===== src/rtl/tone_gen_pkg.sv =====
package tone_gen_pkg;

  typedef enum logic [1:0] {
    MODE_CAS_RX = 2'b00,
    MODE_SOUND  = 2'b01,
    MODE_CAS_TX = 2'b10,
    MODE_RSVD   = 2'b11
  } tone_mode_e;

  // Ticks in one half-period for divisor s with a given prescale ratio.
  function automatic int unsigned half_period_ticks(input int unsigned s,
                                                    input int unsigned prescale);
    return prescale * (s + 1);
  endfunction

  // Sound is produced only in the dedicated mode.
  function automatic logic mode_runs(input logic [1:0] m);
    return m == MODE_SOUND;
  endfunction

  // Only cassette transmit locks the divisor register.
  function automatic logic mode_locks_write(input logic [1:0] m);
    return m == MODE_CAS_TX;
  endfunction

endpackage


===== src/rtl/tone_divreg.sv =====
module tone_divreg #(
  parameter int DIV_W = 8
) (
  input  logic             clk,
  input  logic             rst_n,
  input  logic             wr_en,
  input  logic             lock,
  input  logic [DIV_W-1:0] wr_data,
  output logic [DIV_W-1:0] div_q
);

  always_ff @(posedge clk) begin
    if (!rst_n)
      div_q <= '0;
    else if (wr_en && !lock)
      div_q <= wr_data;
  end

endmodule


===== src/rtl/tone_prescale.sv =====
module tone_prescale #(
  parameter int PRESCALE = 8
) (
  input  logic clk,
  input  logic rst_n,
  input  logic run,
  input  logic tick,
  output logic pre_evt
);

  localparam int PRE_W = (PRESCALE > 1) ? $clog2(PRESCALE) : 1;
  localparam logic [PRE_W-1:0] PRE_LAST = PRE_W'(PRESCALE - 1);

  logic [PRE_W-1:0] pcnt;

  assign pre_evt = run && tick && (pcnt == PRE_LAST);

  always_ff @(posedge clk) begin
    if (!rst_n || !run)
      pcnt <= '0;
    else if (tick)
      pcnt <= (pcnt == PRE_LAST) ? '0 : pcnt + 1'b1;
  end

endmodule


===== src/rtl/tone_reload_cnt.sv =====
module tone_reload_cnt #(
  parameter int DIV_W = 8
) (
  input  logic             clk,
  input  logic             rst_n,
  input  logic             run,
  input  logic             pre_evt,
  input  logic [DIV_W-1:0] div_q,
  output logic             reload_evt
);

  logic [DIV_W-1:0] rcnt;

  assign reload_evt = run && pre_evt && (rcnt == '0);

  // Idle: keep tracking the divisor so the first phase has full length.
  always_ff @(posedge clk) begin
    if (!rst_n)
      rcnt <= '0;
    else if (!run)
      rcnt <= div_q;
    else if (pre_evt)
      rcnt <= (rcnt == '0) ? div_q : rcnt - 1'b1;
  end

endmodule


===== src/rtl/tone_gen.sv =====
module tone_gen #(
  parameter int DIV_W    = 8,
  parameter int PRESCALE = 8
) (
  input  logic             clk,
  input  logic             rst_n,
  input  logic             tick_1mhz,
  input  logic             wr_en,
  input  logic [DIV_W-1:0] wr_data,
  input  logic [1:0]       mode,
  output logic             tone_out
);
  import tone_gen_pkg::*;

  logic             run;
  logic             lock;
  logic [DIV_W-1:0] div_q;
  logic             pre_evt;
  logic             reload_evt;

  assign run  = mode_runs(mode);
  assign lock = mode_locks_write(mode);

  tone_divreg #(.DIV_W(DIV_W)) u_divreg (
    .clk     (clk),
    .rst_n   (rst_n),
    .wr_en   (wr_en),
    .lock    (lock),
    .wr_data (wr_data),
    .div_q   (div_q)
  );

  tone_prescale #(.PRESCALE(PRESCALE)) u_pre (
    .clk     (clk),
    .rst_n   (rst_n),
    .run     (run),
    .tick    (tick_1mhz),
    .pre_evt (pre_evt)
  );

  tone_reload_cnt #(.DIV_W(DIV_W)) u_rcnt (
    .clk        (clk),
    .rst_n      (rst_n),
    .run        (run),
    .pre_evt    (pre_evt),
    .div_q      (div_q),
    .reload_evt (reload_evt)
  );

  always_ff @(posedge clk) begin
    if (!rst_n || !run)
      tone_out <= 1'b0;
    else if (reload_evt)
      tone_out <= ~tone_out;
  end

endmodule


===== config.mk =====
export PLATFORM = sky130hd
export DESIGN_NAME = tone_gen
export DESIGN_NICKNAME = d
export VERILOG_FILES = /design/src/rtl/tone_gen_pkg.sv /design/src/rtl/tone_divreg.sv /design/src/rtl/tone_prescale.sv /design/src/rtl/tone_reload_cnt.sv /design/src/rtl/tone_gen.sv
export SDC_FILE = /design/constraint.sdc
export NUM_CORES = 1
export LEC_CHECK = 0
export BUFFER_PORTS_ARGS = -buffer_cell sky130_fd_sc_hd__buf_2
export CAP_MARGIN = 30
export CORE_MARGIN = 2
export CORE_UTILIZATION = 58
export CTS_CLUSTER_DIAMETER = 80
export DETAILED_ROUTE_END_ITERATION = 16
export PLACE_DENSITY = 0.81
export RECOVER_POWER = 100
export SETUP_SLACK_MARGIN = 0.2
export SLEW_MARGIN = 0
export SYNTH_ARGS = -nofsm -noshare
export SYNTH_HDL_FRONTEND = slang
export SYNTH_SLANG_ARGS = --single-unit

===== constraint.sdc =====
create_clock -name clk -period 3.1 [get_ports clk]
set_input_delay 0.31 -clock clk [delete_from_list [all_inputs] [get_ports clk]]
set_output_delay 0.31 -clock clk [all_outputs]
set_load 0.02 [all_outputs]

==> summary.md, run 1 <==
| Metric | Value |
|---|---|
| Status | complete, but fails checks |
| Failing checks | capacitance limit, slew limit |
| YS warnings | 0 |
| Core Box Area | 0.001689 mm^2 |
| Initial core utilization | 60.67% |
| H-tree levels | 1 |
| Syn Area/Cell | 8.989 um^2 |
| Port Buf Inserts | 14 |
| Vias per std cell | 6.062 |
| Number of global-route vias before repair | 728 |
| CP peak stage delay | 540 ps |
| Leak pwr | 0.4804 nW |
| Critical path data arrival time | 2180 ps |
| Nets | 147 |
| PD cells | 520.0 mW/mm^2 |
| Critical path required time | 3250 ps |
| Row count | 15 |
| Synth Register Bits | 20 |
| Core Util, Final | 66.96% |
| Die Span Y | 46.04 um |
| Clk_lat worst skew | 310 ps |
| Fin. Hold Viols | 0 |
| Fmax | 492.3 MHz |
| Grt total ovfl | 0 |
| Die W | 46.04 um |
| Power, Total | 588.1 uW |
| Antenna-violating nets left | 0 |
| Unrepaired setup endpoints after global routing | no |
| Routed WL | 1991 um |
| # DRC | 0 |
| Filler Cell Count | 144 |
| Antenna violations before repair | 0 |
| Most frequent cells in the layout | 20 x dfxtp_1, 15 x nor2_1, 11 x mux2i_1, 11 x buf_2 |
| Tmin final | 2031 ps |
| Mapped Area | 0.001025 mm^2 |
| DR pass1 iterations | 4 |
| Proportion of layout cells with a drive suffix above 1 | 15.63% |
| Layout area overhead | 10.38% |
| CTS resizes | 0 |
| DP Worst Slack | 1165 ps |
| DPL Wire Length | 1471 um |
| Setup TNS | 0 ps |
| Clock skew | 13.78 ps |
| Pin count of the biggest net entering global routing | 15 |
| CP max FO | 11 |
| Syn_nets | 132 |
| Ranking of synthesized cells by area | dfxtp_1 39%, mux2i_1 11%, nor2_1 5.5% |
| Drt wl/cell | 13.73 um |
| Post-route clock period utilization | 65.52% |
| Post-CTS Hold Buffers | 0 |
| Slew HR | -4.914% |
| Total CTS buffers | 3 |
| Die ar. | 0.002119 mm^2 |
| CTS sink cnt | 20 |
| RePlAce Congestion | 0.8763 |
| Worst setup margin | 1069 ps |
| All-Layer GR Usage | 20.65% |
| Post-synth top area share | 39.07% |
| CP Launch Type | flip-flop |
| Count of cell types in the netlist | 37 |
| Sequential fraction of the synthesis area | 39.07% |
| First-pass GRT wire length | 3070 um |
| Setup violators final | 0 |
| Fin Hold WS | 220.8 ps |
| Critical path type | flip-flop to flip-flop |
| IO Count | 15 |
| Worst vdd ir | 0.3487 mV |
| Post-CTS Setup Bufs | 0 |
| Crit end category | flip-flop |
| Max-Cap Viols | 1 |
| Final Max Tran Viols | 9 |
| Antenna cells | 0 |
| Biggest area consumer among synthesized cells | dfxtp_1 |
| TritonCTS clock tree | built |
| Slew @ Worst Pin | 1557 ps |
| Worst hold path class | input port to flip-flop |
| Clock transition at path regs | 120 ps |
| Slowest cell on the critical path | or4b_1 |
| Mapped Cells | 114 |
| CP cell instances | inv_1 > ha_1 > or4b_1 > o21ai_2 > or4_1 > o311ai_0 |
| Root buffer cell | clkbuf_4 |
| DR vias | 879 |
| Commonest non-fill, non-tap cell in the layout | dfxtp_1 |
| Starting DRT DRC Count | 26 |
| Max clock buf depth | 2 |
==> synth_stat cells, drive strengths merged <==
library cell and number:
o221ai 1, a21oi 5, xnor2 1, or4b 1, ha 4, nor2 15, nor3b 1, and3 1
or4 4, nor3 3, o31a 1, buf 2, nand4 5, or3 3, nand3 4, mux2i 11
nor2b 1, a221o 1, o21ai 4, o311a 1, o311ai 1, o21a 1, dfxtp 20, nand2b 2
or2 1, a31oi 3, nor4 2, clkbuf 2, o211ai 1, or3b 1, clkinv 1, nand2 6
inv 4
==> critical path, delay by kind of cell, from the launching register on <==
family,cells,cell delay (ps)
adder cells (fa/ha/maj),1,170
flip-flops,1,340
AO/OA/AOI/OAI,2,550
buffers and inverters,1,100
AND/OR/NAND/NOR,2,710
==> registers in the layout, summed over array words and instances (netlist names) <==
register / count
u_pre.pcnt: 3
u_divreg.div_q: 8
tone_out: 1
u_rcnt.rcnt: 8
==> layer usage <==
layer,track usage [%],wire [um]
met5,0,0
met4,10.86,50
met3,3.571,91
met2,33.06,918
met1,26.15,931
==> cell families after synthesis <==
kind of cell / after synthesis / share of synthesized area [%]
adders and majority gates: 4 / 4.884
AOI/OAI and AO/OA: 19 / 12.94
xor gates and xnor gates: 1 / 0.8549
DFF: 20 / 39.07
and+or+nand+nor: 50 / 26.74
buffers and inverters: 9 / 4.761
muxes: 11 / 10.75
==> power breakdown <==
part,internal [mW],total (mW),switching (mW)
clock,0.131,0.212,0.0815
sequential,0.270,0.281,0.0104
combinational,0.0411,0.0951,0.0540
==> metrics by stage <==
stage,std cells,cell area (um^2)
2_1_floorplan,114,1025
3_3_place_gp,141,1086
3_5_place_dp,141,1086
4_1_cts,145,1139
5_1_grt,145,1131
6_report,145,1131
==> final timing paths <==
| path | start | endpoint | slack [ps] | depth (start not counted) |
|---|---|---|---|---|
| min reg2reg | u_divreg.div_q[6] | u_rcnt.rcnt[6] | 490 | 2 |
| min | wr_data[0] | u_divreg.div_q[0] | 220 | 3 |
| max reg2reg | u_rcnt.rcnt[0] | u_rcnt.rcnt[1] | 1070 | 6 |
| max | u_rcnt.rcnt[0] | u_rcnt.rcnt[1] | 1070 | 6 |
==> area by class of cell <==
type                    count  area, um^2  area share, %
multi-input cells          85       571.8          50.55
flip-flops and latches     20       400.4          35.40
repair buffers             14       66.31          5.863
clock inverters             1       30.03          2.655
clock buffers               3       22.52          1.991
well taps                  17       21.27          1.881
inverters                   5       18.77          1.659
Note: power is estimated with default switching activity, not from simulation.
==> run 2: changes to the inputs <==
ABC_AREA = 1   (was default)
CORE_UTILIZATION = 55   (was 58)
PLACE_DENSITY = 0.77   (was 0.81)
clock period = 1.9 ns   (was 3.1 ns; I/O delays follow)
==> summary.md, run 2 <==
| Metric | Value |
|---|---|
| Total CTS buffers | 3 (unchanged) |
| Drt wl/cell | 11.24 um (-18%) |
| Port Buf Inserts | 14 (unchanged) |
| Placed cell areas | 0.001139 mm^2 (+4.8%) |
| Top post-synthesis cells by count | 28 x nand2_1, 20 x dfxtp_1, 20 x inv_1, 18 x a21oi_1, 16 x o21ai_0 |
| Clock skew | 11.41 ps (-2.374 ps) |
| # DRC | 0 (unchanged) |
| All-Layer GR Usage | 21.49% (+0.84 points) |
| YS warnings | 0 (unchanged) |
| Slew HR | 76.05% (+81 points) |
| Fmax | 634.7 MHz (+29%) |
| Routed WL | 2124 um (+6.7%) |
| Die Span Y | 47.61 um (+3.4%) |
| Worst vdd ir | 0.9522 mV (+170%) |
| Die W | 47.61 um (+3.4%) |
| Ranking of synthesized cells by area | dfxtp_1 38%, nand2_1 10%, a21oi_1 8.6% |
| Layout area overhead | 13.52% |
| Syn_nets | 166 (+26%) |
| Asr flop ratio synth | 0% (unchanged) |
| Max-Cap Viols | 0 (-1) |
| Syn Area/Cell | 7.068 um^2 (-21%) |
| Setup TNS | 0 ps (unchanged) |
| Antenna cells | 0 (unchanged) |
| PD cells | 869.0 mW/mm^2 (+67%) |
| Sequential fraction of the synthesis area | 38.28% (-0.79 points) |
| CP max FO | 10 (-1) |
| DR pass1 iterations | 4 (unchanged) |
| Post-synth top area share | 38.28% (-0.79 points) |
| Pin count of the biggest net entering global routing | 15 (unchanged) |
| Final Instance Area | 0.001187 mm^2 (+5.0%) |
| Top layer in use | met4 |
| Met3 wire len | 72 um (-21%) |
| Post-synth top flop | dfxtp_1 |
| Tmin final | 1576 ps (-455.7 ps) |
| Grt total ovfl | 0 (unchanged) |
| Worst hold path class | input port to flip-flop |
| Leak pwr | 0.5404 nW (+12%) |
| Crit end category | flip-flop |
| DP Worst Slack | 433.6 ps (-731.6 ps) |
| Met2 WL post-DR | 1076 um (+17%) |
| Nets | 183 (+24%) |
| Commonest non-fill, non-tap cell in the layout | nand2_1 |
| Critical path data arrival time | 1800 ps (-380 ps) |
| Slew @ Worst Pin | 358.4 ps (-1199 ps) |
| Biggest area consumer among synthesized cells | dfxtp_1 |
| Initial core utilization | 59.29% (-1.4 points) |
| Proportion of layout cells with a drive suffix above 1 | 15.85% (+0.23 points) |
| Power, Total | 1.032 mW (+75%) |
| DPL Wire Length | 1652 um (+12%) |
| Antenna violations before repair | 0 (unchanged) |
| H-tree levels | 1 (unchanged) |
| Dpl cells | 185 (+31%) |
| Vias per std cell | 5.286 (-13%) |
| TritonCTS clock tree | built |
| RePlAce Congestion | 0.8623 (-1.6%) |
| Row count | 15 (unchanged) |
| Number of global-route vias before repair | 816 (+12%) |
| Fin Hold WS | 143.5 ps (-77.32 ps) |
| Post-CTS Setup Bufs | 0 (unchanged) |
| Met1 WL | 941 um (+1.1%) |
| Max clock buf depth | 2 (unchanged) |
| Starting DRT DRC Count | 23 (-12%) |
| DR vias | 999 (+14%) |
| Clock transition at path regs | 120 ps (about the same) |
| Largest registers | u_divreg.div_q (8), u_rcnt.rcnt (8), u_pre.pcnt (3) |
| Core Box Area | 0.001764 mm^2 (+4.4%) |
| Fin. Hold Viols | 0 (unchanged) |
| Critical path required time | 2120 ps (-1130 ps) |
| Final Max Tran Viols | 0 (-9) |
| Root buffer cell | clkbuf_4 |
| Mapped Cells | 148 (+30%) |
| IO Count | 15 (unchanged) |
| First-pass GRT wire length | 3387 um (+10%) |
| Post-synth EDFFs | 0 (unchanged) |
| Status | finished, final reports clean |
| Mapped Area | 0.001046 mm^2 (+2.1%) |
| Count of cell types in the netlist | 19 (-49%) |
| Unrepaired setup endpoints after global routing | no |
| Count leader, synth | nand2_1 |
| Critical path type | flip-flop to flip-flop |
| Core Util, Final | 67.31% (+0.34 points) |
| Die ar. | 0.002267 mm^2 (+7.0%) |
| CTS sink cnt | 20 (unchanged) |
| Post-CTS Hold Buffers | 0 (unchanged) |
| Post-route clock period utilization | 82.92% (+17 points) |
| CP Launch Type | flip-flop |
| Synth Register Bits | 20 (unchanged) |
| Most frequent cells in the layout | 29 x nand2_1, 20 x inv_1, 20 x dfxtp_1 |
| Setup violators final | 0 (unchanged) |
| Final Non-Filler Cells | 189 (+30%) |
| Worst setup margin | 324.4 ps (-744.3 ps) |
| Clk_lat worst skew | 300 ps (about the same) |
| CTS resizes | 0 (unchanged) |
| Antenna-violating nets left | 0 (unchanged) |
-- run 2: cell types whose count changed in the layout (fill, tap and decap cells not counted), sizes merged, moves of 4 or more --
cell and delta:
nand2 +26, inv +16, o21ai +14, a21oi +13
mux2i -11, nand3 +8, nand4 -5, or4 -4
-- run 2: power by group --
group,internal (mW),leakage [nW],switching (mW)
clock network,0.213,0.0279,0.130
logic,0.0808,0.348,0.131
registers,0.449,0.165,0.0278
-- run 2: routing by layer --
metal  up-vias  track usage [%]
met5         -                0
met4         0            8.108
met3         5            3.396
met2        25            37.84
met1       455            26.34
li1        514                -
-- run 2: path summary, 6_finish.rpt --
path         depth (start not counted)               from                 to  slack (ps)
max                                  9      u_pre.pcnt[0]     u_rcnt.rcnt[0]         320
min                                  3         wr_data[0]  u_divreg.div_q[0]         140
max reg2reg                          9      u_pre.pcnt[0]     u_rcnt.rcnt[0]         320
min reg2reg                          2  u_divreg.div_q[4]  u_divreg.div_q[4]         470
-- run 2: cells by family after synthesis --
logic type                 count (synthesis)  synth area share, %
adders and majority gates                  4                4.785
DFF                                       20                38.28
AOI/OAI and AO/OA                         36                17.58
buffers and inverters                     22                8.013
and+or+nand+nor                           65                30.50
xor gates and xnor gates                   1               0.8375
-- run 2: area by class of cell --
class | instances | area, um^2
multi-input cells | 106 | 559.3
flip-flops and latches | 20 | 400.4
clock buffers | 3 | 22.52
repair buffers | 14 | 68.82
clock inverters | 1 | 30.03
inverters | 20 | 75.07
fillers | 176 | 576.8
well taps | 25 | 31.28
-- run 2: worst max-delay path, cell delays in order, from the launching register on --
cell and delay (ps):
dfxtp_1 370, ha_1 160, ha_1 170, nand2_1 80, nand2_1 230, inv_1 180
a21oi_1 140, o21ai_1 70, nand2_1 60, inv_1 30
==> run 3: changes to the inputs <==
ABC_AREA = 0   (was 1)
CORE_UTILIZATION = 49   (was 55)
PLACE_DENSITY = 0.73   (was 0.77)
clock period = 1.3 ns   (was 1.9 ns; I/O delays follow)
==> summary.md, run 3 (synthesized netlist as in run 1, its figures left out) <==
| Metric | Value |
|---|---|
| Status | complete, but fails checks |
| Port Buf Inserts | 14 (unchanged) |
| Unrepaired setup endpoints after global routing | yes |
| Most frequent cells in the layout | 23 x buf_4, 15 x dfxtp_1, 14 x nor2_1 |
| Initial core utilization | 52.23% (-7.1 points) |
| Core Box Area | 0.001962 mm^2 (+11%) |
| Drt wl/cell | 15.61 um (+39%) |
| First-pass GRT wire length | 4560 um (+35%) |
| # DRC | 0 (unchanged) |
| Fin. Hold Viols | 0 (unchanged) |
| Die Span Y | 49.73 um (+4.5%) |
| PD cells | 990.0 mW/mm^2 (+14%) |
| DR pass1 iterations | 4 (unchanged) |
| DR vias | 1070 (+7.1%) |
| Sequential cell fraction of total power | 45.1% (-1.1 points) |
| Max clock buf depth | 2 (unchanged) |
| DPL Wire Length | 1892 um (+14%) |
| Row count | 16 (+1) |
| IO Count | 15 (unchanged) |
| Vias per std cell | 5.753 (+8.8%) |
| Worst hold path class | input port to flip-flop |
| Worst setup margin | -433.8 ps (-758.2 ps) |
| Failing checks | setup timing |
| Tmin final | 1734 ps (+158.2 ps) |
| Final Max Tran Viols | 0 (unchanged) |
| Switch Pwr | 438.8 uW (+52%) |
| CP Launch Type | flip-flop |
| Clock transition at path regs | 110 ps (about the same) |
| Routed WL | 2903 um (+37%) |
| TritonCTS clock tree | built |
| Clk pwr share | 24.6% (-8.7 points) |
| H-tree levels | 1 (unchanged) |
| CTS sink cnt | 20 (unchanged) |
| Grt total ovfl | 0 (unchanged) |
| Die ar. | 0.002473 mm^2 (+9.1%) |
| Power, Total | 1.494 mW (+45%) |
| Worst vdd ir | 0.7476 mV (-21%) |
| Proportion of layout cells with a drive suffix above 1 | 45.28% (+29 points) |
| Pin count of the biggest net entering global routing | 12 (-3) |
| Number of global-route vias before repair | 1003 (+23%) |
| Max-Cap Viols | 0 (unchanged) |
| Antenna cells | 0 (unchanged) |
| Setup TNS | -3468 ps (-3468 ps) |
| Antenna violations before repair | 0 (unchanged) |
| Fmax | 576.8 MHz (-9.1%) |
| Setup violators final | 9 (+9) |
| RePlAce Congestion | 0.8239 (-4.5%) |
| Comb power frac | 30.3% (+9.8 points) |
| Critical path data arrival time | 1930 ps (+130 ps) |
| Starting DRT DRC Count | 27 (+17%) |
| Critical path required time | 1500 ps (-620 ps) |
| Root buffer cell | clkbuf_4 |
| Total CTS buffers | 3 (unchanged) |
| Commonest non-fill, non-tap cell in the layout | buf_4 |
| Layout area overhead | 47.25% |
| Slew HR | 59.42% (-17 points) |
| Net Sw Frac | 29.37% (+1.4 points) |
| CP max FO | 6 (-4) |
| Filler Cell Count | 153 (-13%) |
| Clk_lat worst skew | 310 ps (about the same) |
| Crit end category | flip-flop |
| All-Layer GR Usage | 24.89% (+3.4 points) |
| Post-route clock period utilization | 133.4% (+50 points) |
| Slew @ Worst Pin | 608.6 ps (+250.2 ps) |
| Clock skew | 1.611 ps (-9.797 ps) |
| Critical path type | flip-flop to flip-flop |
| Largest registers | u_divreg.div_q (8), u_rcnt.rcnt (8), u_pre.pcnt (3) |
| Die W | 49.73 um (+4.5%) |
| Leak pwr | 0.6501 nW (+20%) |
| Cell internal pwr | 1.055 mW (+42%) |
| Nets | 178 (-2.7%) |
| Antenna-violating nets left | 0 (unchanged) |
==> run 3: worst max-delay path, stage by stage, from the launching register on <==
cell      delay [ps]
dfxtp_2          360
inv_2             90
ha_4             130
or4b_4           510
o21ai_4          190
buf_6            150
or4_1            110
o311ai_1          80
==> run 3: per-layer routing <==
metal | up-vias | wire, um | GRT usage (%)
li1 | 517 | - | -
met1 | 497 | 1201 | 30.10
met2 | 44 | 1401 | 42.67
met3 | 12 | 198 | 5.758
met4 | 0 | 101 | 9.259
met5 | - | 0 | 0
==> run 3: worst paths after layout <==
kind,slack [ps],startpoint,cells after the start,endpoint
max,-430,u_rcnt.rcnt[1],7,u_rcnt.rcnt[1]
min,40,wr_data[0],3,u_divreg.div_q[0]
max reg2reg,-430,u_rcnt.rcnt[1],7,u_rcnt.rcnt[1]
min reg2reg,480,u_divreg.div_q[6],2,u_rcnt.rcnt[6]
==> run 3: repair_timing <==
item,CTS,global route
setup buffers,2,0
pin swaps,14,3
gates resized for setup,26,4
hold buffers,0,0
gates cloned,1,0
endpoints found under the setup margin,10,10
==> run 3: power groups by stage <==
| stage | logic [mW] | registers [mW] | clock network (mW) |
|---|---|---|---|
| final | 0.452 | 0.674 | 0.368 |
| after global placement | 0.335 | 0.678 | 0 |
| after CTS | 0.430 | 0.670 | 0.368 |
| after global routing | 0.489 | 0.676 | 0.389 |
| after detailed placement | 0.354 | 0.679 | 0 |
| after floorplan | 0.191 | 0.676 | 0 |
==> run 3: cell type report <==
class                           count  area (um^2)  share of cell area, %
Inverter                            5        18.77                  1.244
Clock buffer                        4        36.28                  2.405
Sequential cell                    20        406.6                  26.95
Timing Repair Buffer               45        322.8                  21.39
Multi-Input combinational cell     85        690.7                  45.77
Tap cell                           27        33.78                  2.239
==> run 3: metrics by stage <==
stage	utilization (%)	hold slack [ps]	std cells	setup slack, ps	cell area (um^2)
6_report	76.91	44.67	186	-433.8	1509
5_1_grt	76.91	73.73	186	-472.3	1509
4_1_cts	76.66	49.01	186	-419.0	1504
3_5_place_dp	68.37	368.8	179	-436.2	1341
3_3_place_gp	68.37	360.8	179	-395.9	1341
2_1_floorplan	-	273.9	114	-395.8	1057
